==> config.mk <==
export PLATFORM = sky130hd
export DESIGN_NAME = dio_bit_port
export DESIGN_NICKNAME = d
export VERILOG_FILES = /design/src/rtl/dio_pkg.sv /design/src/rtl/dio_index_dec.sv /design/src/rtl/dio_latch_cell.sv /design/src/rtl/dio_sense_path.sv /design/src/rtl/dio_bit_port.sv
export SDC_FILE = /design/constraint.sdc
export NUM_CORES = 1
export LEC_CHECK = 0
export CORE_AREA = 2 2 52 54
export CTS_CLUSTER_SIZE = 12
export DETAILED_ROUTE_END_ITERATION = 10
export DIE_AREA = 0 0 54 56
export DONT_BUFFER_PORTS = 1
export GPL_ROUTABILITY_DRIVEN = 0
export MAX_ROUTING_LAYER = met4
export PLACE_DENSITY = 0.61
export SYNTH_ARGS = -nofsm -noshare
export SYNTH_HDL_FRONTEND = slang
export SYNTH_SLANG_ARGS = --single-unit
==> constraint.sdc <==
create_clock -name clk -period 1.5 [get_ports clk]
set_input_delay 0.075 -clock clk [delete_from_list [all_inputs] [get_ports clk]]
set_output_delay 0.075 -clock clk [all_outputs]
set_load 0.02 [all_outputs]
==> src/rtl/dio_pkg.sv <==
package dio_pkg;

    localparam int unsigned DEF_TERMS = 16;

    typedef enum logic [1:0] {
        WR_HOLD = 2'd0,
        WR_SET  = 2'd1,
        WR_CLR  = 2'd2
    } wr_op_e;

    typedef struct packed {
        logic valid;
        logic level;
    } sense_t;

    // Clear has priority over set.
    function automatic wr_op_e resolve_op(input logic set_req, input logic clr_req);
        if (clr_req) return WR_CLR;
        if (set_req) return WR_SET;
        return WR_HOLD;
    endfunction

endpackage

==> src/rtl/dio_index_dec.sv <==
module dio_index_dec #(
    parameter int unsigned N_TERM = 16,
    localparam int unsigned IDX_W = (N_TERM > 1) ? $clog2(N_TERM) : 1
) (
    input  logic [IDX_W-1:0]  idx,
    output logic [N_TERM-1:0] hot
);
    for (genvar g = 0; g < N_TERM; g++) begin : g_dec
        assign hot[g] = (idx == IDX_W'(g));
    end
endmodule

==> src/rtl/dio_latch_cell.sv <==
module dio_latch_cell
    import dio_pkg::*;
(
    input  logic   clk,
    input  logic   rst,
    input  logic   picked,
    input  wr_op_e op,
    output logic   q
);
    always_ff @(posedge clk) begin
        if (rst) begin
            q <= 1'b1;
        end else if (picked) begin
            case (op)
                WR_SET:  q <= 1'b1;
                WR_CLR:  q <= 1'b0;
                default: q <= q;
            endcase
        end
    end
endmodule

==> src/rtl/dio_sense_path.sv <==
module dio_sense_path
    import dio_pkg::*;
#(
    parameter int unsigned N_TERM = 16,
    localparam int unsigned IDX_W = (N_TERM > 1) ? $clog2(N_TERM) : 1
) (
    input  logic              clk,
    input  logic              rst,
    input  logic              req,
    input  logic [N_TERM-1:0] hot,
    input  logic [N_TERM-1:0] latch_q,
    input  logic [N_TERM-1:0] ext_lvl,
    output sense_t            res
);
    logic [N_TERM-1:0] wired;
    logic              picked_lvl;

    // Open-drain: the terminal reads low if either side pulls it low.
    assign wired      = latch_q & ext_lvl;
    assign picked_lvl = |(wired & hot);

    always_ff @(posedge clk) begin
        if (rst) begin
            res <= '0;
        end else begin
            res.valid <= req;
            res.level <= req & picked_lvl;
        end
    end
endmodule

==> src/rtl/dio_bit_port.sv <==
module dio_bit_port
    import dio_pkg::*;
#(
    parameter int unsigned N_TERM = DEF_TERMS,
    localparam int unsigned IDX_W = (N_TERM > 1) ? $clog2(N_TERM) : 1
) (
    input  logic              clk,
    input  logic              rst,
    input  logic [IDX_W-1:0]  sel,
    input  logic              set_en,
    input  logic              clr_en,
    input  logic              sense_en,
    input  logic [N_TERM-1:0] pin_in,
    output logic [N_TERM-1:0] pin_out,
    output logic              sense_valid,
    output logic              sense_bit
);
    logic [N_TERM-1:0] hot;
    wr_op_e            op;
    sense_t            res;

    assign op = resolve_op(set_en, clr_en);

    dio_index_dec #(.N_TERM(N_TERM)) u_dec (
        .idx (sel),
        .hot (hot)
    );

    for (genvar g = 0; g < N_TERM; g++) begin : g_cell
        dio_latch_cell u_cell (
            .clk    (clk),
            .rst    (rst),
            .picked (hot[g]),
            .op     (op),
            .q      (pin_out[g])
        );
    end

    dio_sense_path #(.N_TERM(N_TERM)) u_sense (
        .clk     (clk),
        .rst     (rst),
        .req     (sense_en),
        .hot     (hot),
        .latch_q (pin_out),
        .ext_lvl (pin_in),
        .res     (res)
    );

    assign sense_valid = res.valid;
    assign sense_bit   = res.level;
endmodule

Word-level counts from Yosys, hierarchy flattened --
Index checks and enable logic that the tools add are counted.
Storage, ports and cells: flip-flop bits (word level) 18, input bits 25, output and inout bits 18
Cells by class: equal/unequal tests 17, mux-type cells 8, bitwise gates (word level) 3, reductions and logical operators 19
Operators by type and width (number):
- $and 16x16->16 | 2
- $eq 4x4->1 const B | 8
- $reduce_and 2->1 | 16
- $eq 4x3->1 const B | 4
- $reduce_or 16->1 | 1
- $eq 4x2->1 const B | 2
- $mux 2 | 4
- $eq 4x1->1 const B | 1
- $logic_not 4->1 | 1
- $mux 1 | 3
- $eq 2x1->1 const B | 1
- $eq 2x2->1 const B | 1
- $pmux 1 s2 | 1
- $reduce_bool 2->1 | 1
- $and 1x1->1 | 1

Logic depth before layout (Yosys ltp) --
Gate-level depths: netlist (run 1).
depth after elaboration 7, mapped depth 5, gate-level depth less buffers 4

Modules after synthesis --
Synthesis (run 1) repeated with hierarchy kept, for this count alone.
Unflattened totals: cell total of the unflattened synthesis 156, area total of the unflattened synthesis 1451.4 µm²
Modules (own cells, without submodules):
- dio_latch_cell | instances 16, cells each 7, area each 65.1 µm², sequential area each 20.0 µm²
- dio_index_dec | instances 1, cells each 20, area each 226.5 µm², sequential area each 0.0 µm²
- dio_sense_path | instances 1, cells each 23, area each 170.2 µm², sequential area each 40.0 µm²
- dio_bit_port | instances 1, cells each 1, area each 13.8 µm², sequential area each 0.0 µm²

Worst setup path after synthesis (run 1) --
OpenSTA, ideal clock, no wires.
kind reg-to-reg, from register g_cell[0].u_cell.q, to register u_sense.res[0] (netlist name), setup time 0.091 ns, data arrival time 1.024 ns, data required time 1.409 ns, slack 0.385 ns, cell stages (with the launch flop) 5, buffers on the path 0, clock period less this slack 1.115 ns, cells stage by stage dfxtp_1 nand3b_1 a2111oi_0 nor4_1 a311oi_1
On the way: longest elaborated chain between the ends 4
Ends and longest elaborated chain:
- start: declaration | RTL line dio_latch_cell.sv:8 | output logic q
- start signal: assignment | RTL line dio_latch_cell.sv:17 | default: q <= q;
- $and 16x16->16 | RTL line dio_sense_path.sv:19 | assign wired = latch_q & ext_lvl;
- $and 16x16->16 | RTL line dio_sense_path.sv:20 | assign picked_lvl = |(wired & hot);
- $reduce_or 16->1 | RTL line dio_sense_path.sv:20
- $and 1x1->1 | RTL line dio_sense_path.sv:27 | res.level <= req & picked_lvl;
No other way between the ends. A chain may end at the register's enable or synchronous reset.

Final worst setup path (run 1) --
from input port rst, to register u_sense.res[1] (netlist name)
RTL lines:
- start: declaration | RTL line dio_bit_port.sv:8 | input logic rst,
No word-level cell between the ends.

==> metrics.txt, run 1 <==
largest net degree at the start of global routing=19; P_leak=0.506 nW; setup violators final=0; Slew Viols, Final=0; Critical Path RT=1.71 ns; Synth area leaders=dfxtp_1 (34%), buf_4 (11%), o21bai_1 (11%), a21oi_1 (6.1%), nor2_1 (5.3%); Crit path depth=3; count leader, synth=dfxtp_1; area of the core=about 2400 um2; VDD IR max=400 uV; startpoint types=primary input; total power per unit cell area=776 nW/um2; global-route wire length before repair=4560 um; initial drt markers=25; TritonCTS clock tree=yes; Site Rows=18; final hold slack=between 0.06 and 0.07 ns; Routed WL=2960 um; Main synth FF type=dfxtp_1; Synth Cell Area=1070 um2; Reg clk slew, reported paths=0.10 ns; arrival time at the worst endpoint=around 1.6 ns; Tmin final=1.41 ns; H-Tree Depth=1; delay-heaviest family, CP=buffers and inverters; Worst R2R Path Depth=4; Worst Skew=0.00449 ns; vias in the first global route=929; Final Hold Vio Count=0; Starting Density=0.438; top post-synthesis cells by count=dfxtp_1 (18), buf_4 (16), o21bai_1 (16); Crit path largest cell delay=0.91 ns; DPL Wire Length=2140 um; Crit-path slowest cell=dlygate4sd3_1; worst slack, placed=0.289 ns; DR WL/cell=17.7 um; Root Buffer=clkbuf_4; Num Clock Sinks=18; cells after synthesis=133; Overall Global Routing Usage=0.213; die width=54 um; Max-Cap Viols=0; Pre-antenna DRT Iters=4; worst rel slew slack=0.609; flops & latches, synth=18; cts bufs inserted=3; Critical Path Sink Type=flop; Post-synth EDFFs=0; RSZ-0062 raised after global routing=false; status=finished, final reports clean; Ys Warns=0; Final WS setup=about 0.09 ns; # diodes=0; Clock Latency Late Sink=0.31 ns; critical path type=primary input to flop; vias per cell=5.98; peak fanout along the critical path=18; Seq/Total Area, Yosys=0.338; hold path start=pin_in[5]; dominant cell type by area after synthesis=dfxtp_1; synthesized net count=between 150 and 200; Critical Path Most Common Cell=dlygate4sd3_1; Via Count=998; clock buffer depth=2; die area=3020 um2; DRT antenna net count=0; total gr overflow=0; crit path cell chain=dlygate4sd3_1, nor2_1, dlygate4sd3_1; sum of negative setup slack=0 ns; PortBufs=0; R2R setup slack=0.20 ns; Resized cells post-CTS=0; final net count=164; reg-to-reg endpoint=u_sense.res[0]; Hold Path Class=primary input to flop; CP bufs+invs=2; Cells on Worst Hold Path=3; fin crit share=0.940; initial antenna violation count=0; Worst-Margin Slew=0.585 ns; share of layout cells above drive strength 1=0.190; DRC violations left=0; die extent in y=approximately 56 um; post-synth top area share=0.338; # IOs=43; Post-synth ARST share=0; top achievable clock speed=0.709 GHz; unique cell type count in the Yosys netlist=31; synthesized area per cell=about 8.0 um2; Area Overhead vs Synth=8.69%; Reg-to-Reg Start=g_cell[0].u_cell.q; hold-critical path endpoint=u_sense.res[0]
## placed cells by master (no fill, tap or decap)
master          n
dfxtp_1        18
o21bai_1       16
nor2_1         15
buf_4          15
a21oi_1        13
nand2_1         8
dlygate4sd3_1   7
nor3_1          5
nand3_1         5
a31oi_1         4
nand4b_1        4
clkbuf_4        3
and2b_2         2
inv_1           2
nand2b_1        2
a211oi_1        2
nand3b_1        2
o21ai_0         2
and2_2          1
nor2b_1         1
a2111oi_0       1
nor4_1          1
o211ai_1        1
o2111ai_1       1
and3_2          1
and3b_2         1
nand3_2         1
nor2_2          1
a31o_2          1
a311oi_1        1
## worst min-delay path: stages
cell,delay [ns]
nand3_2,0.05
a31o_2,0.14
a311oi_1,0.08
## layout make-up
type	count	area, um2
Clock buffer	3	22.5
Fill cell	252	1270
Tap cell	30	37.5
Sequential cell	18	360
Multi-Input combinational cell	92	548
Timing Repair Buffer	22	183
Inverter	2	7.51
## repair_timing
| action | in CTS | in global routing |
|---|---|---|
| setup buffers | 0 | 0 |
| endpoints found under the hold margin | 18 | 0 |
| hold buffers | 7 | 0 |
## power breakdown
| group | internal (mW) | switching, mW |
|---|---|---|
| Sequential | 0.490 | 0.0114 |
| Combinational | 0.0636 | 0.0757 |
| Clock | 0.0941 | 0.164 |
## stage by stage
stage	cell area (um2)	util	total power [mW]	std cells
6_report	1160	0.476	0.899	167
5_1_grt	1160	0.476	0.937	167
4_1_cts	1160	0.476	0.904	167
3_5_place_dp	1070	0.438	0.628	157
3_3_place_gp	1070	0.438	0.625	157
2_1_floorplan	1070	-	0.624	133
## flip-flops by register name (all words and copies together), names as in the netlist
name and flops:
u_sense.res 2, g_cell.u_cell.q 16
## per-layer routing
layer,vias to the layer above,routed length [um],global-route usage,share of wire
li1,477,-,-,-
met1,454,1230,0.275,0.42
met2,60,1370,0.307,0.46
met3,7,286,0.0565,0.097
met4,0,72,0.0964,0.024
met5,-,0,-,0
## how the worst max path moves through the flow
stage                                  start              to  slack, ns
after floorplan           g_cell[0].u_cell.q  u_sense.res[0]       0.38
after global placement    g_cell[0].u_cell.q  u_sense.res[0]       0.35
after detailed placement  g_cell[0].u_cell.q  u_sense.res[0]       0.29
after CTS                                rst  u_sense.res[1]       0.11
after global routing                     rst  u_sense.res[1]       0.06
final                                    rst  u_sense.res[1]       0.09
## cells by family (layout without fill, tap and decap cells)
| kind of cell | Yosys count | in the layout | share of synthesized area |
|---|---|---|---|
| AOI/OAI and AO/OA | 42 | 42 | 0.261 |
| buffers and inverters | 23 | 27 | 0.148 |
| DFF | 18 | 18 | 0.338 |
| and+or+nand+nor | 50 | 50 | 0.254 |
(Power assumes the default switching activity.)
==> inputs of run 2 (changes only) <==
--- a/config.mk
+++ b/config.mk
@@ -11,6 +11,7 @@
 export DIE_AREA = 0 0 54 56
 export DONT_BUFFER_PORTS = 1
 export GPL_ROUTABILITY_DRIVEN = 0
+export HOLD_SLACK_MARGIN = 0.08
 export MAX_ROUTING_LAYER = met4
 export PLACE_DENSITY = 0.61
 export SYNTH_ARGS = -nofsm -noshare
==> metrics.txt, run 2 (synthesized netlist as in run 1, its figures left out) <==
total area of sequential cells=360 um2 (unchanged); most frequent cells in the layout=dfxtp_1 (18), o21bai_1 (16), nor2_1 (15), buf_4 (15), a21oi_1 (13) (unchanged); multi-input logic area=548 um2 (unchanged); RSZ-0062 raised after global routing=false (unchanged); Via Count=996 (was 998); Num Clock Sinks=18 (unchanged); die extent in y=56 um (unchanged); Worst-Margin Slew=0.542 ns (was 0.585 ns); clock buffer depth=2 (unchanged); P_sw=0.253 mW (was 0.251 mW); share of layout cells above drive strength 1=0.188 (was 0.190); DR WL/cell=17.6 um (was 17.7 um); Largest regs=g_cell.u_cell.q (16), u_sense.res (2) (unchanged); PortBufs=0 (unchanged); final net count=165 (was 164); Pre-antenna DRT Iters=4 (unchanged); Worst Skew=0.00504 ns (was 0.00449 ns); global-route wire length before repair=4560 um (unchanged); Gate power share=0.159 (was 0.155); DRT antenna net count=0 (unchanged); initial drt markers=25 (unchanged); hold path start=clr_en (was pin_in[5]); DPL Wire Length=2140 um (unchanged); largest net degree at the start of global routing=19 (unchanged); sum of negative setup slack=0 ns (unchanged); Overall Global Routing Usage=0.214 (was 0.213); setup violators final=0 (unchanged); worst rel slew slack=0.636 (was 0.609); clock share of power=0.286 (was 0.287); overall power=0.904 mW (was 0.899 mW); worst slack, placed=0.289 ns (unchanged); H-Tree Depth=1 (unchanged); initial antenna violation count=0 (unchanged); max reg flops=16 (unchanged); TritonCTS clock tree=yes (unchanged); Area Overhead vs Synth=9.62% (was 8.69%); Final Hold Vio Count=0 (unchanged); Slew Viols, Final=0 (unchanged); Clock Latency Late Sink=0.31 ns (about the same); Reg clk slew, reported paths=0.11 ns (was 0.10 ns); area of the core=2430 um2 (unchanged); hold-critical path endpoint=g_cell[5].u_cell.q (was u_sense.res[0]); DRC violations left=0 (unchanged); arrival time at the worst endpoint=1.58 ns (was 1.62 ns); Worst R2R Path Depth=4 (unchanged); Root Buffer=clkbuf_4 (unchanged); critical path type=primary input to flop (unchanged); Tmin final=1.38 ns (was 1.41 ns); Critical Path Sink Type=flop (unchanged); # hold bufs at CTS=8 (was 7); VDD IR max=402 uV (was 400 uV); Critical Path RT=1.71 ns (about the same); # diodes=0 (unchanged); peak fanout along the critical path=18 (unchanged); startpoint types=primary input (unchanged); Sw Ratio=0.280 (was 0.279); Max-Cap Viols=0 (unchanged); die area=3020 um2 (unchanged); top achievable clock speed=0.727 GHz (was 0.709 GHz); reg-to-reg endpoint=u_sense.res[0] (unchanged); total power per unit cell area=774 nW/um2 (was 776 nW/um2); status=finished, final reports clean (unchanged); Hold Path Class=primary input to flop (unchanged); most common cell after layout, fill and taps aside=dfxtp_1 (unchanged); Cells on Worst Hold Path=3 (unchanged); fill cell count=251 (was 252); Final WS setup=0.124 ns (was 0.0898 ns); die width=54 um (unchanged); vias per cell=5.93 (was 5.98); post-CTS setup buffer count=0 (unchanged); Routed WL=2960 um (unchanged); P_leak=0.508 nW (was 0.506 nW); cts bufs inserted=3 (unchanged); fin crit share=0.917 (was 0.940); Site Rows=18 (unchanged); vias in the first global route=941 (was 929); Resized cells post-CTS=0 (unchanged); # IOs=43 (unchanged); Starting Density=0.438 (unchanged); R2R setup slack=0.25 ns (was 0.20 ns); Power Internal=0.651 mW (was 0.648 mW); Reg-to-Reg Start=g_cell[0].u_cell.q (unchanged); total gr overflow=0 (unchanged); Seq pwr share=0.555 (was 0.558); Biggest register=g_cell.u_cell.q (unchanged)
-- run 2: worst max path at each step --
stage / depth (start not counted) / start / to / slack [ns]
after floorplan: 4 / g_cell[0].u_cell.q / u_sense.res[0] / 0.38
after global placement: 4 / g_cell[0].u_cell.q / u_sense.res[0] / 0.35
after detailed placement: 4 / g_cell[0].u_cell.q / u_sense.res[0] / 0.29
after CTS: 3 / rst / u_sense.res[1] / 0.11
after global routing: 3 / rst / u_sense.res[1] / 0.06
final: 3 / rst / u_sense.res[1] / 0.12
-- run 2: power groups by stage --
stage               Sequential [mW]  Combinational (mW)  Clock, mW
floorplan                     0.511               0.113          0
global placement              0.512               0.113          0
detailed placement            0.513               0.115          0
CTS                           0.502               0.143      0.264
global route                  0.503               0.155      0.283
finish                        0.502               0.143      0.259
-- run 2: layer usage --
metal | share of wire | global-route usage | vias to the layer above
met4 | 0.024 | 0.0964 | 0
met3 | 0.088 | 0.0484 | 7
li1 | - | - | 477
met5 | 0 | - | -
met1 | 0.43 | 0.283 | 456
met2 | 0.46 | 0.305 | 56
-- run 2: worst max-delay path: stages --
cell and delay (ns):
dlygate4sd3_1 0.88, nor2_1 0.07, dlygate4sd3_1 0.56
-- run 2: final cells by class --
class	instances	share of cell area
clock buffers	3	0.0193
inverters	2	0.00642
multi-input cells	92	0.469
flip-flops and latches	18	0.308
well taps	30	0.0321
repair buffers	23	0.165
-- run 2: through the flow --
stage	instance area, um2	hold WS [ns]	cells	utilization
final	1170	0.0771	168	0.480
after global routing	1170	0.0824	168	0.480
after CTS	1170	0.0810	168	0.480
after detailed placement	1070	0.148	157	0.438
after global placement	1070	0.147	157	0.438
after floorplan	1070	0.153	133	-
